===== src/rtl/mdio_pkg.sv =====
package mdio_pkg;

    typedef enum logic [2:0] {
        ST_IDLE,
        ST_PREAMBLE,
        ST_HEADER,
        ST_TURN,
        ST_DATA,
        ST_SRESET
    } mdio_state_e;

    localparam logic [1:0] RA_CTRL = 2'd0;
    localparam logic [1:0] RA_CMD  = 2'd1;
    localparam logic [1:0] RA_DATA = 2'd2;
    localparam logic [1:0] RA_STAT = 2'd3;

    localparam int CMD_RD_BIT     = 15;
    localparam int CMD_WR_BIT     = 14;
    localparam int CTRL_SRST_BIT  = 0;
    localparam int CTRL_NOPRE_BIT = 8;
    localparam int CTRL_DIV_LSB   = 9;

    localparam int PRE_BITS = 32;
    localparam int HDR_BITS = 14;
    localparam int TA_BITS  = 2;
    localparam int DAT_BITS = 16;

endpackage


===== src/rtl/mdio_bitclk.sv =====
module mdio_bitclk #(
    parameter int DIVW = 8
) (
    input  logic            clk,
    input  logic            rst_n,
    input  logic            run,
    input  logic            kill,
    input  logic [DIVW-1:0] div_m1,
    output logic            mdc,
    output logic            bit_end,
    output logic            rise
);
    localparam int CW = DIVW + 1;

    logic [CW-1:0] period;
    logic [CW-1:0] half;
    logic [CW-1:0] cnt;
    logic [CW-1:0] cnt_nx;

    always_comb begin
        period = {1'b0, div_m1} + CW'(1);
        if (period < CW'(2)) begin
            period = CW'(2);
        end
        half = period >> 1;
    end

    assign bit_end = run && (cnt == period - CW'(1));
    assign rise    = run && (cnt == half - CW'(1));
    assign cnt_nx  = bit_end ? '0 : cnt + CW'(1);

    always_ff @(posedge clk or negedge rst_n) begin
        if (!rst_n) begin
            cnt <= '0;
            mdc <= 1'b0;
        end else if (!run || kill) begin
            cnt <= '0;
            mdc <= 1'b0;
        end else begin
            cnt <= cnt_nx;
            mdc <= (cnt_nx >= half);
        end
    end

endmodule


===== src/rtl/mdio_fsm.sv =====
module mdio_fsm
    import mdio_pkg::*;
#(
    parameter int DIVW       = 8,
    parameter int RST_CYCLES = 4
) (
    input  logic            clk,
    input  logic            rst_n,
    input  logic            go_rd,
    input  logic            go_wr,
    input  logic [4:0]      phy_ad,
    input  logic [4:0]      reg_ad,
    input  logic [15:0]     wr_word,
    input  logic            no_pre,
    input  logic [DIVW-1:0] div_m1,
    input  logic            srst_req,
    input  logic            bit_end,
    input  logic            rise,
    input  logic            mdio_i,
    output mdio_state_e     state_o,
    output logic            run,
    output logic [DIVW-1:0] div_lat,
    output logic            mdio_o,
    output logic            mdio_oe,
    output logic            rd_done,
    output logic [15:0]     rd_word
);
    localparam int RCW = (RST_CYCLES > 1) ? $clog2(RST_CYCLES) : 1;

    mdio_state_e state, state_nx;
    logic        is_rd;
    logic [31:0] sh;
    logic [15:0] rx;
    logic [5:0]  bits_left;
    logic [RCW-1:0] srst_cnt;
    logic        last_bit;

    assign last_bit = (bits_left == 6'd1);
    assign state_o  = state;
    assign rd_word  = rx;
    assign rd_done  = (state == ST_DATA) && is_rd && bit_end && last_bit;

    // next state
    always_comb begin
        state_nx = state;
        unique case (state)
            ST_IDLE:     if (go_rd || go_wr) state_nx = no_pre ? ST_HEADER : ST_PREAMBLE;
            ST_PREAMBLE: if (bit_end && last_bit) state_nx = ST_HEADER;
            ST_HEADER:   if (bit_end && last_bit) state_nx = ST_TURN;
            ST_TURN:     if (bit_end && last_bit) state_nx = ST_DATA;
            ST_DATA:     if (bit_end && last_bit) state_nx = ST_IDLE;
            ST_SRESET:   if (srst_cnt == '0) state_nx = ST_IDLE;
            default:     state_nx = ST_IDLE;
        endcase
        if (srst_req) begin
            state_nx = ST_SRESET;
        end
    end

    // state register and datapath
    always_ff @(posedge clk or negedge rst_n) begin
        if (!rst_n) begin
            state     <= ST_IDLE;
            is_rd     <= 1'b0;
            sh        <= '0;
            rx        <= '0;
            bits_left <= '0;
            srst_cnt  <= '0;
            div_lat   <= '0;
        end else begin
            state <= state_nx;
            if (srst_req) begin
                srst_cnt  <= RCW'(RST_CYCLES - 1);
                rx        <= '0;
                bits_left <= '0;
            end else if (state == ST_SRESET) begin
                if (srst_cnt != '0) srst_cnt <= srst_cnt - RCW'(1);
            end else if (state == ST_IDLE) begin
                if (go_rd || go_wr) begin
                    is_rd     <= go_rd;
                    sh        <= {2'b01, (go_rd ? 2'b10 : 2'b01), phy_ad, reg_ad, 2'b10, wr_word};
                    div_lat   <= div_m1;
                    bits_left <= no_pre ? 6'(HDR_BITS) : 6'(PRE_BITS);
                end
            end else begin
                if (rise && (state == ST_DATA) && is_rd) begin
                    rx <= {rx[14:0], mdio_i};
                end
                if (bit_end) begin
                    if (state != ST_PREAMBLE) begin
                        sh <= {sh[30:0], 1'b0};
                    end
                    if (last_bit) begin
                        unique case (state)
                            ST_PREAMBLE: bits_left <= 6'(HDR_BITS);
                            ST_HEADER:   bits_left <= 6'(TA_BITS);
                            ST_TURN:     bits_left <= 6'(DAT_BITS);
                            default:     bits_left <= '0;
                        endcase
                    end else begin
                        bits_left <= bits_left - 6'd1;
                    end
                end
            end
        end
    end

    // outputs
    always_comb begin
        run     = 1'b0;
        mdio_o  = 1'b0;
        mdio_oe = 1'b0;
        unique case (state)
            ST_PREAMBLE: begin
                run     = 1'b1;
                mdio_o  = 1'b1;
                mdio_oe = 1'b1;
            end
            ST_HEADER: begin
                run     = 1'b1;
                mdio_o  = sh[31];
                mdio_oe = 1'b1;
            end
            ST_TURN, ST_DATA: begin
                run     = 1'b1;
                mdio_o  = !is_rd && sh[31];
                mdio_oe = !is_rd;
            end
            default: begin
                run     = 1'b0;
            end
        endcase
    end

endmodule


===== src/rtl/mdio_regs.sv =====
module mdio_regs
    import mdio_pkg::*;
#(
    parameter int DW   = 32,
    parameter int DIVW = 8
) (
    input  logic            clk,
    input  logic            rst_n,
    input  logic            reg_wr,
    input  logic [1:0]      reg_addr,
    input  logic [DW-1:0]   reg_wdata,
    input  logic            busy,
    input  logic            srst_active,
    input  logic            rd_done,
    input  logic [15:0]     rd_word,
    output logic [DW-1:0]   reg_rdata,
    output logic            go_rd,
    output logic            go_wr,
    output logic [4:0]      phy_ad,
    output logic [4:0]      reg_ad,
    output logic [15:0]     wr_word,
    output logic            no_pre,
    output logic [DIVW-1:0] div_m1,
    output logic            srst_req
);
    logic       cmd_sel;
    logic       unused_wdata;

    assign unused_wdata = ^reg_wdata;
    assign cmd_sel  = reg_wr && (reg_addr == RA_CMD) && !busy;
    assign go_rd    = cmd_sel && reg_wdata[CMD_RD_BIT];
    assign go_wr    = cmd_sel && !reg_wdata[CMD_RD_BIT] && reg_wdata[CMD_WR_BIT];
    assign phy_ad   = reg_wdata[9:5];
    assign reg_ad   = reg_wdata[4:0];
    assign srst_req = reg_wr && (reg_addr == RA_CTRL) && reg_wdata[CTRL_SRST_BIT];

    always_ff @(posedge clk or negedge rst_n) begin
        if (!rst_n) begin
            no_pre  <= 1'b0;
            div_m1  <= '0;
            wr_word <= '0;
        end else begin
            if (reg_wr && (reg_addr == RA_CTRL)) begin
                no_pre <= reg_wdata[CTRL_NOPRE_BIT];
                div_m1 <= reg_wdata[CTRL_DIV_LSB +: DIVW];
            end
            if (srst_req) begin
                wr_word <= '0;
            end else if (rd_done) begin
                wr_word <= rd_word;
            end else if (reg_wr && (reg_addr == RA_DATA) && !busy) begin
                wr_word <= reg_wdata[15:0];
            end
        end
    end

    always_comb begin
        reg_rdata = '0;
        unique case (reg_addr)
            RA_CTRL: begin
                reg_rdata[CTRL_DIV_LSB +: DIVW] = div_m1;
                reg_rdata[CTRL_NOPRE_BIT]       = no_pre;
                reg_rdata[CTRL_SRST_BIT]        = srst_active;
            end
            RA_DATA: reg_rdata[15:0] = wr_word;
            RA_STAT: reg_rdata[0]    = busy;
            default: reg_rdata = '0;
        endcase
    end

endmodule


===== src/rtl/mdio_mgmt_ctrl.sv =====
module mdio_mgmt_ctrl
    import mdio_pkg::*;
#(
    parameter int DW         = 32,
    parameter int DIVW       = 8,
    parameter int RST_CYCLES = 4
) (
    input  logic          clk,
    input  logic          rst_n,
    input  logic          reg_wr,
    input  logic [1:0]    reg_addr,
    input  logic [DW-1:0] reg_wdata,
    output logic [DW-1:0] reg_rdata,
    output logic          mdc,
    output logic          mdio_o,
    output logic          mdio_oe,
    input  logic          mdio_i
);
    mdio_state_e     state;
    logic            busy;
    logic            srst_active;
    logic            run;
    logic            bit_end;
    logic            rise;
    logic            go_rd;
    logic            go_wr;
    logic            no_pre;
    logic            srst_req;
    logic            rd_done;
    logic [4:0]      phy_ad;
    logic [4:0]      reg_ad;
    logic [15:0]     wr_word;
    logic [15:0]     rd_word;
    logic [DIVW-1:0] div_m1;
    logic [DIVW-1:0] div_lat;

    assign busy        = (state != ST_IDLE);
    assign srst_active = (state == ST_SRESET);

    mdio_regs #(.DW(DW), .DIVW(DIVW)) u_regs (
        .clk        (clk),
        .rst_n      (rst_n),
        .reg_wr     (reg_wr),
        .reg_addr   (reg_addr),
        .reg_wdata  (reg_wdata),
        .busy       (busy),
        .srst_active(srst_active),
        .rd_done    (rd_done),
        .rd_word    (rd_word),
        .reg_rdata  (reg_rdata),
        .go_rd      (go_rd),
        .go_wr      (go_wr),
        .phy_ad     (phy_ad),
        .reg_ad     (reg_ad),
        .wr_word    (wr_word),
        .no_pre     (no_pre),
        .div_m1     (div_m1),
        .srst_req   (srst_req)
    );

    mdio_fsm #(.DIVW(DIVW), .RST_CYCLES(RST_CYCLES)) u_fsm (
        .clk     (clk),
        .rst_n   (rst_n),
        .go_rd   (go_rd),
        .go_wr   (go_wr),
        .phy_ad  (phy_ad),
        .reg_ad  (reg_ad),
        .wr_word (wr_word),
        .no_pre  (no_pre),
        .div_m1  (div_m1),
        .srst_req(srst_req),
        .bit_end (bit_end),
        .rise    (rise),
        .mdio_i  (mdio_i),
        .state_o (state),
        .run     (run),
        .div_lat (div_lat),
        .mdio_o  (mdio_o),
        .mdio_oe (mdio_oe),
        .rd_done (rd_done),
        .rd_word (rd_word)
    );

    mdio_bitclk #(.DIVW(DIVW)) u_bitclk (
        .clk    (clk),
        .rst_n  (rst_n),
        .run    (run),
        .kill   (srst_req),
        .div_m1 (div_lat),
        .mdc    (mdc),
        .bit_end(bit_end),
        .rise   (rise)
    );

endmodule


===== config.mk =====
export PLATFORM = sky130hd
export DESIGN_NAME = mdio_mgmt_ctrl
export DESIGN_NICKNAME = d
export VERILOG_FILES = /design/src/rtl/mdio_pkg.sv /design/src/rtl/mdio_bitclk.sv /design/src/rtl/mdio_fsm.sv /design/src/rtl/mdio_regs.sv /design/src/rtl/mdio_mgmt_ctrl.sv
export SDC_FILE = /design/constraint.sdc
export NUM_CORES = 1
export LEC_CHECK = 0
export ABC_AREA = 1
export BUFFER_PORTS_ARGS = -buffer_cell sky130_fd_sc_hd__buf_2
export CORE_ASPECT_RATIO = 0.9
export CORE_UTILIZATION = 45
export CTS_CLUSTER_DIAMETER = 200
export CTS_CLUSTER_SIZE = 40
export DETAILED_ROUTE_END_ITERATION = 8
export SLEW_MARGIN = 20
export SYNTH_ARGS = -nofsm -noshare
export SYNTH_HDL_FRONTEND = slang
export SYNTH_SLANG_ARGS = --single-unit
export TNS_END_PERCENT = 1

===== constraint.sdc =====
create_clock -name clk -period 10.7 [get_ports clk]
set_input_delay 2.14 -clock clk [delete_from_list [all_inputs] [get_ports clk]]
set_output_delay 2.14 -clock clk [all_outputs]
set_load 0.02 [all_outputs]

==> results of run 1 <==
how the worst max path moves through the flow:
stage / from / end / cells past startpoint
after global placement: reg_addr[1] / reg_rdata[13] / 7
after detailed placement: reg_addr[1] / reg_rdata[13] / 7
after CTS: reg_addr[1] / reg_rdata[13] / 7
after floorplan: reg_addr[1] / reg_rdata[13] / 4
final: reg_addr[1] / reg_rdata[13] / 7
after global routing: reg_addr[1] / reg_rdata[13] / 7
sequential cells by signal, indices dropped and copies added (netlist names):
name / count
u_bitclk.cnt: 9
u_bitclk.mdc: 1
u_fsm.bits_left: 6
u_fsm.div_lat: 8
u_fsm.is_rd: 1
u_fsm.rd_word: 16
u_fsm.sh: 32
u_fsm.srst_cnt: 2
u_fsm.state_o: 3
u_regs.div_m1: 8
u_regs.no_pre: 1
u_regs.wr_word: 16
layer usage:
layer  GRT usage [%]  up-vias  wire (µm)
met5               0        -          0
met4           7.143        0        306
met3           5.467       22        760
met2           36.46      147       6956
met1           30.77     2589       7472
li1                -     2774          -
report_power, final:
part | switching [mW] | leakage, nW | internal (mW)
combinational | 0.603 | 2.28 | 0.318
clock | 0.149 | 0.136 | 0.182
sequential | 0.100 | 1.33 | 0.531
total | 0.853 | 3.74 | 1.03
cell families after synthesis:
group                    after synthesis
AO/OA/AOI/OAI                        106
XOR/XNOR                              26
adder cells (fa/ha/maj)               15
buffers and inverters                144
flip-flops                           103
multiplexers                          17
other                                  1
AND/OR/NAND/NOR                      449
cell type report:
cell class | count | area [µm²]
Fill cell | 1305 | 6634
Multi-Input combinational cell | 628 | 3159
Sequential cell | 103 | 2577
Inverter | 103 | 386.6
Timing Repair Buffer | 48 | 257.7
Clock buffer | 11 | 232.7
Tap cell | 168 | 210.2
Clock inverter | 4 | 55.05
per-stage QoR:
stage | area [µm²] | hold WS [ps]
finish | 6879 | 484.7
detailed placement | 6591 | 467.7
CTS | 6879 | 485.5
global placement | 6591 | 462.5
floorplan | 6357 | 447.9
global route | 6879 | 501.1
placed cells by master, fill, tap and decap left out, drive strengths merged, types with 5 or more instances in the layout:
| cell | n |
|---|---|
| xnor2 | 5 |
| nand4 | 25 |
| xor2 | 21 |
| inv | 103 |
| mux2i | 17 |
| dfrtp | 103 |
| clkbuf | 11 |
| nor3 | 18 |
| conb | 15 |
| a21oi | 17 |
| buf | 48 |
| o21ai | 79 |
| ha | 15 |
| nand2 | 310 |
| nor2 | 57 |
| nand3 | 34 |
worst max-delay path, delay by kind of cell:
family / cells / cell delay [ps]
buffers and inverters: 5 / 860
AOI/OAI and AO/OA: 1 / 200
and+or+nand+nor: 1 / 90
==> results by group, run 1 <==
Yosys
  • Post-synthesis mux area share: 2.699%
  • Post-synthesis async set-or-reset flop share: between 90% and 100%
  • Post-Synth XOR/XNOR Area: approximately 3.6%
  • Post-Synth Simple-Gate Area: 30.78%
  • Synth top cells by count: 300 x nand2_1, 103 x dfrtp_1, 96 x inv_1
  • Most common cell in the netlist: nand2_1
  • Post-Synth Adder-Cell Area: under 10%
  • Cell Area, Synth: ~0.0063 mm²
  • Synth warnings: 0
  • Most used DFF post-synth: dfrtp_1
  • Synth Area in Compound Gates: roughly 9.1%
  • Area leader, netlist: dfrtp_1
  • Register area share after synthesis: between 40% and 50%
  • Synth Register Bits: 103
  • Synth unique cells: 42
  • Top cells by area, synth: dfrtp_1 41%, nand2_1 18%, inv_1 5.7%
  • Post-synth top area share: between 40% and 50%
  • Largest family of logic cells by synthesized area: simple AND/OR/NAND/NOR gates
  • Post-synth EDFFs: 0
  • Avg Cell Area, Syn: 7.323 µm²
  • Cells after Synth: 861

Clocking
  • Clk pin slew, worst setup/hold paths: approximately 70 ps
  • Hold-fix buffers, CTS: 0
  • Setup Buffers After CTS: 0
  • Inserted Clock Buffers: 9
  • CTS tree: built
  • Resized Gates After CTS: 0
  • Clk sinks: around 100
  • Clk Latency, worst-skew pair: 350 ps
  • Clk root buf: clkbuf_16
  • H-tree depth: 3
  • Clk buf depth: 2

Timing
  • Final clock skew: 7.562 ps
  • Final WS setup: ~5300 ps
  • Final Setup Violations: 0
  • Rel. slew slack: about two fifths
  • Post-route setup TNS: 0 ps
  • Final Hold Viols: 0
  • Slew Viols, Final: 0
  • RSZ-0062 raised after global routing: no
  • Part of the cycle the worst path needs: between 50 and 60%
  • Max Clk Rate: between 0.15 and 0.2 GHz
  • Final Critical Period: approximately 5400 ps
  • Slew at the pin with the worst max-slew slack: between 800 and 900 ps

Critical path
  • Max stage delay on crit path: about 300 ps
  • Crit path max-delay cell type: clkinv_1
  • CP Launch Type: input port
  • CP required: ~8600 ps
  • Max Fanout on Critical Path: 9
  • WP data arrival: ~3300 ps
  • R2R cell count: 28
  • R2R Setup Slk: a little under 6000 ps
  • Cell mode on critical path: buf_2
  • CP Cell Sequence: buf_2, inv_1, nor2_1, buf_4, clkinv_1, o22ai_1, buf_2
  • WS Path Type: in2out
  • RR Endpoint: u_bitclk.mdc
  • Crit. End Element: primary output
  • Worst r2r src: u_fsm.div_lat[1]

Routing
  • WL per Instance: 14.55 µm
  • Drt drc: 0
  • Drt first pass iters: 5
  • Post-Route WL: 15500 µm
  • Via density: between 5 and 6
  • Iter 0 DRT Violations: roughly 440
  • Remaining antenna violation count: 0
  • Vias post-DR: between 5000 and 6000

Global route
  • Largest net degree at the start of global routing: roughly 70
  • Total track usage: a little under a quarter
  • Vias in the first global route: a little over 5000
  • Initial antenna violation count: 0
  • Global-route wire length before repair: between 20000 and 30000 µm
  • GR Overflow Total: 0

Floorplan
  • Die width: 126.8 µm
  • Initial Util: 46.66%
  • Die span in y: ~110 µm
  • Die ar.: between 0.01 and 0.015 mm²
  • Area of the core: 0.01351 mm²
  • I/O pins: 73
  • Rows: 40

Placed design
  • Post-DP HPWL: roughly 11000 µm
  • Placed Cells: 1050
  • Routability congestion estimate: about 0.86
  • Pre-CTS WS: 5242 ps
  • Number of port buffers: 42

Hold path
  • Hold WC Path Type: reg2reg
  • Hold Path Sink: u_regs.wr_word[13]
  • Min-delay src: u_regs.wr_word[13]
  • Hold Path Cell Cnt: 2

Finish
  • Post-route insts no fill: approximately 1100
  • Area Growth Syn to Fin: 9.109%
  • Final Util: about half
  • Layout cells sized above 1: about a tenth
  • NumNets Final: roughly 950
  • Ant. Diodes: 0

Power and ir drop
  • Leakage power: approximately 3.7 nW
  • Total power: around 1.9 mW
  • Power per Cell Area: about 270 mW/mm²
  • Worst vdd ir: 0.1086 mV

Status
  • Status: completed

Flow run
  • Max cap viols: 0
Note: power is estimated with default switching activity, not from simulation.
==> inputs of run 2 (changes only) <==
--- a/config.mk
+++ b/config.mk
@@ -12,6 +12,7 @@
 export CTS_CLUSTER_DIAMETER = 200
 export CTS_CLUSTER_SIZE = 40
 export DETAILED_ROUTE_END_ITERATION = 8
+export PLACE_DENSITY = 0.67
 export SLEW_MARGIN = 20
 export SYNTH_ARGS = -nofsm -noshare
 export SYNTH_HDL_FRONTEND = slang
==> constraint.sdc (replaced) <==
create_clock -name clk -period 4.83 [get_ports clk]
set_input_delay 0.966 -clock clk [delete_from_list [all_inputs] [get_ports clk]]
set_output_delay 0.966 -clock clk [all_outputs]
set_load 0.02 [all_outputs]
==> results by group, run 2 (synthesis gave the netlist of run 1 again) <==
Power and ir drop
  • Seq pwr share: 34.1%
  • Sw Ratio: around 45%
  • Pint: around 2.3 mW
  • Total power: a little over 4 mW
  • Power per Cell Area: 596.4 mW/mm²
  • Leakage power: 3.767 nW
  • Switching power: between 1.5 and 2 mW
  • Combinational share of power: a little under 50%
  • Worst vdd ir: ~0.25 mV
  • Clock power share: between 10% and 20%

Finish
  • Max reg flops: 32
  • Largest Register: u_fsm.sh
  • Filler Cell Count: 1349
  • Ant. Diodes: 0
  • Post-route insts no fill: 1071
  • Final instance area: a little under 0.007 mm²
  • Most common cell after layout, fill and taps aside: nand2_1
  • Area Growth Syn to Fin: 9.506%
  • Most frequent cells in the layout: 300 x nand2_1, 103 x dfrtp_1, 96 x inv_1
  • NumNets Final: approximately 950
  • Layout cells sized above 1: a little over a tenth

Timing
  • Final Critical Period: roughly 4300 ps
  • RSZ-0062 raised after global routing: no
  • Rel. slew slack: roughly 35%
  • Max Clk Rate: roughly 0.23 GHz
  • Final Hold Viols: 0
  • Final clock skew: between 8 and 9 ps
  • Slew at the pin with the worst max-slew slack: ~970 ps
  • Final Setup Violations: 0
  • Post-route setup TNS: 0 ps
  • Min Hold Slack: 480.3 ps
  • Slew Viols, Final: 0
  • Part of the cycle the worst path needs: between 80% and 90%

Routing
  • Drt drc: 0
  • Drt first pass iters: 5
  • Via density: 5.096
  • Post-Route WL: 14900 µm
  • WL per Instance: between 10 and 15 µm
  • Remaining antenna violation count: 0
  • Vias post-DR: ~5500
  • Iter 0 DRT Violations: roughly 510

Critical path
  • Cell mode on critical path: nor2_1
  • Crit path max-delay cell type: nand4_4
  • Max stage delay on crit path: roughly 670 ps
  • Worst setup path start: u_fsm.div_lat[0]
  • WP data arrival: approximately 4600 ps
  • Crit. End Element: register
  • CP Launch Type: register
  • CP required: approximately 5000 ps
  • WS Path Type: reg2reg
  • Max Fanout on Critical Path: 64
  • CP Cell Sequence: ha_1, nand2_1, inv_2, nor2_1, nor2_1, nand3_1, nor2_4, a21oi_2, ha_1, inv_1, nor2_1, xor2_1, o21ai_0, nor3_1, nand3_1, nand2_1, nand4_4, o21ai_0
  • Worst r2r src: u_fsm.div_lat[0]

Global route
  • Initial antenna violation count: 0
  • Largest net degree at the start of global routing: between 70 and 80
  • Global-route wire length before repair: ~25000 µm
  • GR Overflow Total: 0
  • Vias in the first global route: ~5000
  • Total track usage: 22.16%

Floorplan
  • Die width: between 100 and 150 µm
  • I/O pins: between 70 and 80
  • Initial Util: a little under half
  • Die ar.: around 0.014 mm²
  • Area of the core: between 0.01 and 0.015 mm²
  • Die span in y: around 110 µm
  • Rows: 40

Clocking
  • Hold-fix buffers, CTS: 0
  • CTS tree: built
  • Clk pin slew, worst setup/hold paths: about 70 ps
  • H-tree depth: 3
  • Setup Buffers After CTS: 0
  • Resized Gates After CTS: 0
  • Clk sinks: ~100
  • Clk root buf: clkbuf_16
  • Inserted Clock Buffers: 9
  • Clk buf depth: 2
  • Clk Latency, worst-skew pair: 350 ps

Hold path
  • Min-delay src: u_regs.wr_word[7]
  • Hold WC Path Type: reg2reg

Placed design
  • Number of port buffers: 42
  • Post-DP HPWL: roughly 11000 µm
  • Routability congestion estimate: 0.8488
  • Placed cell areas: approximately 0.0066 mm²
  • Placed Cells: between 1000 and 1500

Status
  • Status: completed

Flow run
  • Max cap viols: 0
run 2: cell count changes in the layout (fill, tap and decap cells not counted):
cell,change
buf_4,+5
clkinvlp_4,-1
clkinv_2,+3
clkbuf_8,+1
clkbuf_1,-1
bufinv_16,-1
run 2: per-layer routing:
layer  vias to the layer above  part of all wire, %  global-route usage [%]
li1                       2785                    -                       -
met1                      2516                   51                   32.80
met2                       142                   42                   33.08
met3                        15                  6.0                   3.925
met4                         0                  1.5                   6.508
met5                         -                    0                       0
run 2: power groups by stage:
| stage | Combinational [mW] | Clock, mW | Sequential [mW] |
|---|---|---|---|
| global route | 2.34 | 0.734 | 1.44 |
| global placement | 2.01 | 0 | 1.40 |
| detailed placement | 2.03 | 0 | 1.41 |
| floorplan | 1.64 | 0 | 1.34 |
| finish | 2.03 | 0.682 | 1.40 |
| CTS | 2.04 | 0.702 | 1.40 |
run 2: layout make-up:
class                      instances  area, µm²  share of cell area (%)
timing repair buffer              53      295.3                   4.277
sequential                       103       2577                   37.33
clock inverter                     5      32.53                  0.4712
clock buffer                      11      242.7                   3.516
tap                              168      210.2                   3.045
multi-input combinational        628       3159                   45.76
inverter                         103      386.6                   5.600
run 2: path summary, 6_finish.rpt:
| check | endpoint | depth (start not counted) | slack (ps) |
|---|---|---|---|
| max in group asynchronous | u_fsm.div_lat[2] | 2 | 3090 |
| worst min register to register | u_regs.wr_word[7] | 2 | 480 |
| worst max-delay path | u_fsm.sh[5] | 18 | 510 |
| min in group asynchronous | u_fsm.bits_left[3] | 1 | 770 |
| worst min-delay path | u_regs.wr_word[7] | 2 | 480 |
| worst max register to register | u_fsm.sh[5] | 18 | 510 |
run 2: stage by stage:
step           worst slack, ps  utilization (%)
6_report                 512.5            51.09
5_1_grt                  3.204            51.09
4_1_cts                  451.7            51.09
3_5_place_dp             448.3            49.06
3_3_place_gp             540.2            49.06
2_1_floorplan            872.1                -
run 2: worst max-delay path, delay by kind of cell (launching register included):
kind | cells | cell delay (ps)
AND/OR/NAND/NOR | 10 | 2170
AO/OA/AOI/OAI | 3 | 770
flip-flops | 1 | 420
XOR/XNOR | 1 | 220
adder cells (fa/ha/maj) | 2 | 500
buffers and inverters | 2 | 120
